<file path="config.mk">
export PLATFORM = sky130hd
export DESIGN_NAME = tcsr_column_base
export DESIGN_NICKNAME = d
export VERILOG_FILES = /design/src/rtl/tcsr_pkg.sv /design/src/rtl/tcsr_token_chain.sv /design/src/rtl/tcsr_hit_select.sv /design/src/rtl/tcsr_pipe.sv /design/src/rtl/tcsr_column_base.sv
export SDC_FILE = /design/constraint.sdc
export NUM_CORES = 1
export LEC_CHECK = 0
export BUFFER_PORTS_ARGS = -buffer_cell sky130_fd_sc_hd__clkbuf_2
export CORE_ASPECT_RATIO = 0.8
export CORE_UTILIZATION = 25
export CTS_CLUSTER_SIZE = 40
export DETAILED_ROUTE_END_ITERATION = 7
export GPL_ROUTABILITY_DRIVEN = 0
export SYNTH_ARGS = -nofsm -noshare
export SYNTH_HDL_FRONTEND = slang
export SYNTH_HIERARCHICAL = 1
export SYNTH_SLANG_ARGS = --single-unit
export TNS_END_PERCENT = 30
</file>
<file path="constraint.sdc">
create_clock -name clk_i -period 2.9 [get_ports clk_i]
set_input_delay 0.435 -clock clk_i [delete_from_list [all_inputs] [get_ports clk_i]]
set_output_delay 0.435 -clock clk_i [all_outputs]
set_load 0.02 [all_outputs]
</file>
<file path="src/rtl/tcsr_pkg.sv">
package tcsr_pkg;
  localparam int ROW_W  = 11;
  localparam int COL_W  = 11;
  localparam int TS_W   = 16;
  localparam int WORD_W = ROW_W + COL_W + TS_W;
  localparam int TS_LSB  = 0;
  localparam int COL_LSB = TS_W;
  localparam int ROW_LSB = TS_W + COL_W;

  typedef logic [ROW_W-1:0]  row_t;
  typedef logic [COL_W-1:0]  col_t;
  typedef logic [TS_W-1:0]   ts_t;
  typedef logic [WORD_W-1:0] word_t;

  function automatic word_t pack_hit(row_t row, col_t col, ts_t ts);
    return {row, col, ts};
  endfunction
endpackage

</file>
<file path="src/rtl/tcsr_token_chain.sv">
module tcsr_token_chain #(
  parameter int N_CTRL = 8
) (
  input  logic              clk_i,
  input  logic              rst_ni,
  input  logic              start_i,
  input  logic [N_CTRL-1:0] hit_valid_i,
  output logic [N_CTRL-1:0] tok_o,
  output logic              tok_out_o
);
  logic [N_CTRL-1:0] tok_q, pass;
  logic              tok_out_q, start_ok;

  assign pass     = tok_q & ~hit_valid_i;
  assign start_ok = start_i & ~(|tok_q);

  always_ff @(posedge clk_i or negedge rst_ni) begin
    if (!rst_ni) begin
      tok_q     <= '0;
      tok_out_q <= 1'b0;
    end else if (start_ok) begin
      tok_q     <= N_CTRL'(1);
      tok_out_q <= 1'b0;
    end else begin
      // holder keeps token while it has hits, otherwise shifts one place
      tok_q <= (tok_q & hit_valid_i) | {pass[N_CTRL-2:0], 1'b0};
      if (pass[N_CTRL-1]) tok_out_q <= 1'b1;
    end
  end

  assign tok_o     = tok_q;
  assign tok_out_o = tok_out_q;
endmodule

</file>
<file path="src/rtl/tcsr_hit_select.sv">
module tcsr_hit_select
  import tcsr_pkg::*;
#(
  parameter int N_CTRL = 8,
  parameter int GROUP  = 16,
  localparam int IDX_W = $clog2(N_CTRL),
  localparam int OFS_W = $clog2(GROUP)
) (
  input  logic [N_CTRL-1:0]       tok_i,
  input  logic [N_CTRL-1:0]       hit_valid_i,
  input  logic [N_CTRL*OFS_W-1:0] ofs_i,
  input  logic [N_CTRL*TS_W-1:0]  ts_i,
  input  logic                    take_i,
  output logic                    sel_valid_o,
  output logic [IDX_W-1:0]        sel_idx_o,
  output logic [OFS_W-1:0]        sel_ofs_o,
  output ts_t                     sel_ts_o,
  output logic [N_CTRL-1:0]       pop_o
);
  logic [N_CTRL-1:0] grant;

  assign grant       = tok_i & hit_valid_i;
  assign sel_valid_o = |grant;
  assign pop_o       = grant & {N_CTRL{take_i}};

  always_comb begin
    sel_idx_o = '0;
    sel_ofs_o = '0;
    sel_ts_o  = '0;
    for (int i = 0; i < N_CTRL; i++) begin
      if (grant[i]) begin
        sel_idx_o = IDX_W'(i);
        sel_ofs_o = ofs_i[i*OFS_W +: OFS_W];
        sel_ts_o  = ts_i[i*TS_W +: TS_W];
      end
    end
  end
endmodule

</file>
<file path="src/rtl/tcsr_pipe.sv">
module tcsr_pipe
  import tcsr_pkg::*;
#(
  parameter int   N_CTRL   = 8,
  parameter int   GROUP    = 16,
  parameter col_t COL_ADDR = col_t'(37),
  localparam int IDX_W = $clog2(N_CTRL),
  localparam int OFS_W = $clog2(GROUP)
) (
  input  logic             clk_i,
  input  logic             rst_ni,
  input  logic             in_valid_i,
  output logic             in_ready_o,
  input  logic [IDX_W-1:0] in_idx_i,
  input  logic [OFS_W-1:0] in_ofs_i,
  input  ts_t              in_ts_i,
  output logic             out_valid_o,
  input  logic             out_ready_i,
  output word_t            out_word_o,
  output logic             busy_o
);
  logic             s1_v, s2_v, s1_rdy, s2_rdy;
  logic [IDX_W-1:0] s1_idx;
  logic [OFS_W-1:0] s1_ofs;
  ts_t              s1_ts;
  word_t            s2_word;
  row_t             row;

  assign s2_rdy = ~s2_v | out_ready_i;
  assign s1_rdy = ~s1_v | s2_rdy;
  assign row    = row_t'(s1_idx) * row_t'(GROUP) + row_t'(s1_ofs);

  always_ff @(posedge clk_i or negedge rst_ni) begin
    if (!rst_ni) begin
      s1_v   <= 1'b0;
      s1_idx <= '0;
      s1_ofs <= '0;
      s1_ts  <= '0;
    end else if (s1_rdy) begin
      s1_v <= in_valid_i;
      if (in_valid_i) begin
        s1_idx <= in_idx_i;
        s1_ofs <= in_ofs_i;
        s1_ts  <= in_ts_i;
      end
    end
  end

  always_ff @(posedge clk_i or negedge rst_ni) begin
    if (!rst_ni) begin
      s2_v    <= 1'b0;
      s2_word <= '0;
    end else if (s2_rdy) begin
      s2_v <= s1_v;
      if (s1_v) s2_word <= pack_hit(row, COL_ADDR, s1_ts);
    end
  end

  assign in_ready_o  = s1_rdy;
  assign out_valid_o = s2_v;
  assign out_word_o  = s2_word;
  assign busy_o      = s1_v | s2_v;
endmodule

</file>
<file path="src/rtl/tcsr_column_base.sv">
module tcsr_column_base
  import tcsr_pkg::*;
#(
  parameter int   N_CTRL   = 8,
  parameter int   GROUP    = 16,
  parameter col_t COL_ADDR = col_t'(37),
  localparam int IDX_W = $clog2(N_CTRL),
  localparam int OFS_W = $clog2(GROUP)
) (
  input  logic                    clk_i,
  input  logic                    rst_ni,
  input  logic                    start_i,
  input  logic [N_CTRL-1:0]       ctrl_hit_valid_i,
  input  logic [N_CTRL*OFS_W-1:0] ctrl_ofs_i,
  input  logic [N_CTRL*TS_W-1:0]  ctrl_ts_i,
  output logic [N_CTRL-1:0]       ctrl_pop_o,
  output logic                    hit_valid_o,
  input  logic                    hit_ready_i,
  output logic [WORD_W-1:0]       hit_word_o,
  output logic                    done_o
);
  logic [N_CTRL-1:0] tok;
  logic              tok_out, sel_valid, in_ready, busy;
  logic [IDX_W-1:0]  sel_idx;
  logic [OFS_W-1:0]  sel_ofs;
  ts_t               sel_ts;

  tcsr_token_chain #(.N_CTRL(N_CTRL)) i_chain (
    .clk_i       (clk_i),
    .rst_ni      (rst_ni),
    .start_i     (start_i),
    .hit_valid_i (ctrl_hit_valid_i),
    .tok_o       (tok),
    .tok_out_o   (tok_out)
  );

  tcsr_hit_select #(.N_CTRL(N_CTRL), .GROUP(GROUP)) i_sel (
    .tok_i       (tok),
    .hit_valid_i (ctrl_hit_valid_i),
    .ofs_i       (ctrl_ofs_i),
    .ts_i        (ctrl_ts_i),
    .take_i      (in_ready),
    .sel_valid_o (sel_valid),
    .sel_idx_o   (sel_idx),
    .sel_ofs_o   (sel_ofs),
    .sel_ts_o    (sel_ts),
    .pop_o       (ctrl_pop_o)
  );

  tcsr_pipe #(.N_CTRL(N_CTRL), .GROUP(GROUP), .COL_ADDR(COL_ADDR)) i_pipe (
    .clk_i       (clk_i),
    .rst_ni      (rst_ni),
    .in_valid_i  (sel_valid),
    .in_ready_o  (in_ready),
    .in_idx_i    (sel_idx),
    .in_ofs_i    (sel_ofs),
    .in_ts_i     (sel_ts),
    .out_valid_o (hit_valid_o),
    .out_ready_i (hit_ready_i),
    .out_word_o  (hit_word_o),
    .busy_o      (busy)
  );

  assign done_o = tok_out & ~busy;
endmodule

</file>
==> reports/metrics.csv <==
stage,metric,value,unit
outcome,outcome,completed,
clock_tree,cts_tree,built,
logic_synthesis,synthFlopType,dfrtp_1,
critical_path,end_kind,register,
sta,max_freq,0.417,GHz
drt,drcViolationCount,0,
final_layout,fillers,1567,
clock_tree,htreeDepth,3,
hold_path,hp-class,input pin to asynchronous set/reset pin,
final_layout,fin_nets,765,
logic_synthesis,avgSynthCellArea,9.92,um^2
floorplanning,start_util,26.1,%
sta,rsz0062_at_grt,no,
critical_path,critPathArrivalTime,2.60,ns
clock_tree,clock-sinks,58,
clock_tree,numCtsBuffers,9,
drt,vias,4179,
global_routing,grt_pass1_wl,22600,um
sta,min_period,2.40,ns
critical_path,reg2reg_from,i_chain/tok_o[4]$_DFF_PN0_,
floorplanning,coreArea,15300,um^2
logic_synthesis,syn-instance-count,401,
placed_design,post-dp-hpwl,11900,um
critical_path,cp.required,3.11,ns
critical_path,cp_max_fo,23,
critical_path,reg2regPathDepth,5,
sta,fin_crit_sh,82.6,%
logic_synthesis,ys_ff_latch,58,
critical_path,cp-start-kind,register,
power,power,4.94,mW
sta,skew,0.00515,ns
drt,first_iter_violations,454,
drt,antenna_left,0,
logic_synthesis,syn-cell-area,3980,um^2
clock_tree,clockBufferDepth,2,
clock_tree,clk_pin_slew,0.05,ns
global_routing,track_usage,18.6,%
logic_synthesis,ys_seq_area_share,36.5,%
global_routing,antenna_found_initial,0,
floorplanning,dieArea,16400,um^2
clock_tree,postCtsHoldBufs,0,
power,power_density,916,nW/um^2
final_layout,n_antenna_cell,0,
sta,hold_viol,0,
clock_tree,worstSkewPairLatency,0.32,ns
sta,tns,0,ns
floorplanning,die_h,115,um
global_routing,grt_start_max_net_pins,42,
sta,tightest_slew,0.948,ns
clock_tree,root_buffer,clkbuf_16,
power,ir_drop,0.000351,V
critical_path,reg2reg_slack,0.50,ns
clock_tree,post_cts_resized,0,
logic_synthesis,synth_edf_count,0,
drt,drt-pass1-iter-count,6,
placed_design,place.port_buffers,207,
global_routing,grt_pass1_vias,4188,
sta,relSlewSlack,36.8,%
sta,slew_violations,0,
floorplanning,io_pins,220,
sta,finalSetupViolCount,0,
drt,wl_per_cell,18.7,um
flow_run,maxCapViolCount,0,
logic_synthesis,yosysUniqueCellTypes,37,
drt,viasPerCell,5.18,
critical_path,path_class,register to register,
final_layout,area_growth,35.4,%
clock_tree,postCtsSetupRepairBufs,0,
logic_synthesis,synthArstFlopShare,100,%
floorplanning,rows,40,
floorplanning,dieWidth,143,um
final_layout,drive_gt1_share,51.3,%
logic_synthesis,synth.yosys.warnings,6,
drt,routed_wl,15100,um
global_routing,overflow,0,
critical_path,worstReg2RegEnd,i_pipe/s1_ts[12]$_DFFE_PN0P_,
power,p_leak,2.67,nW
==> cell families after synthesis <==
kind of cell           count (synthesis)  synth area share (%)
AO/OA/AOI/OAI                        115                  24.9
buffers and inverters                 55                  8.15
other                                  1                0.0943
multiplexers                          46                  14.9
flip-flops                            58                  36.5
AND/OR/NAND/NOR                      126                  15.4
==> worst max-delay path, cell delays in order (launching register included) <==
cell      delay [ns]
dfrtp_1         0.43
a222oi_1        0.44
nand2_1         0.13
or4_1           0.49
nand2_4         0.38
mux2_2          0.39
==> metrics by stage <==
step / instances / utilization (%) / hold slack, ns / cell area, um^2 / setup slack [ns]
floorplan: 412 / - / 0.139 / 4020 / 0.809
global placement: 792 / 33.4 / 0.476 / 5100 / 0.459
detailed placement: 792 / 33.4 / 0.491 / 5100 / 0.437
CTS: 807 / 35.3 / 0.140 / 5390 / 0.514
global route: 807 / 35.3 / 0.185 / 5390 / 0.356
finish: 807 / 35.3 / 0.128 / 5390 / 0.504
==> worst max path at each step <==
stage	start	to	slack, ns	cells past startpoint
6_report	i_chain/tok_o[4]$_DFF_PN0_	i_pipe/s1_ts[12]$_DFFE_PN0P_	0.50	5
3_3_place_gp	ctrl_hit_valid_i[4]	i_pipe/s1_ts[11]$_DFFE_PN0P_	0.46	6
3_5_place_dp	ctrl_hit_valid_i[4]	i_pipe/s1_ts[12]$_DFFE_PN0P_	0.44	6
4_1_cts	i_chain/tok_o[4]$_DFF_PN0_	i_pipe/s1_ts[12]$_DFFE_PN0P_	0.51	5
5_1_grt	i_chain/tok_o[4]$_DFF_PN0_	i_pipe/s1_ts[11]$_DFFE_PN0P_	0.36	5
2_1_floorplan	i_chain/tok_o[4]$_DFF_PN0_	i_pipe/s1_idx[0]$_DFFE_PN0P_	0.81	6
==> cells in the final DEF (no fill, tap or decap), types with 2 or more instances in the layout <==
| cell type | count |
|---|---|
| a221oi_1 | 20 |
| a41o_1 | 20 |
| and2_1 | 6 |
| and3_1 | 7 |
| buf_4 | 11 |
| clkbuf_16 | 9 |
| clkbuf_2 | 207 |
| clkinv_2 | 4 |
| conb_1 | 12 |
| dfrtp_1 | 58 |
| inv_1 | 7 |
| mux2_2 | 26 |
| mux2_4 | 20 |
| nand2_1 | 56 |
| nand2_2 | 2 |
| nand2b_1 | 4 |
| nand3_1 | 42 |
| o211ai_2 | 20 |
| o21ai_0 | 28 |
| o21ai_1 | 2 |
| o221ai_1 | 20 |
==> routing by layer <==
metal	vias up	global-route usage [%]	share of wire [%]
li1	1898	-	-
met1	2034	24.8	44
met2	211	28.1	44
met3	36	6.00	8.9
met4	0	6.45	2.5
met5	-	0	0
==> state kept, by name (all words and copies together), names as in the netlist <==
register	cells
i_pipe/s1_v	1
i_pipe/out_valid_o	1
i_pipe/s1_ts	16
i_chain/tok_o	8
i_chain/tok_out_o	1
i_pipe/out_word_o	24
i_pipe/s1_idx	3
i_pipe/s1_ofs	4
==> Yosys cell counts (2+ instances only) <==
cell type | instances | area (um^2)
o211ai_2 | 20 | 250
mux2_2 | 26 | 293
buf_12 | 2 | 40.0
o21ai_0 | 28 | 140
o221ai_1 | 20 | 175
mux2_4 | 20 | 300
nand2_1 | 56 | 210
buf_4 | 16 | 120
buf_6 | 2 | 22.5
and3_1 | 7 | 43.8
nand2_2 | 2 | 12.5
clkbuf_4 | 2 | 15.0
nand3_1 | 42 | 210
buf_2 | 2 | 10.0
dfrtp_1 | 58 | 1450
a41o_1 | 20 | 200
clkbuf_1 | 24 | 90.1
o21ai_1 | 2 | 10.0
and2_1 | 6 | 37.5
inv_1 | 7 | 26.3
nand2b_1 | 4 | 25.0
a221oi_1 | 20 | 175
==> cell type report <==
cell class                      count  area [um^2]  share of cell area, %
Clock buffer                        9          225                   4.18
Clock inverter                      6         58.8                   1.09
Inverter                            7         26.3                  0.488
Multi-Input combinational cell    299         2240                   41.6
Sequential cell                    58         1450                   26.9
Tap cell                          210          263                   4.88
Timing Repair Buffer              218         1120                   20.8
==> power by group <==
group          leakage, nW  internal [mW]  switching, mW  total [mW]
combinational         1.79           1.21           1.34        2.55
clock                0.145          0.654          0.362        1.02
sequential           0.739           1.14          0.228        1.37
total                 2.67           3.01           1.93        4.94
Power figures use the tool's default switching activity.
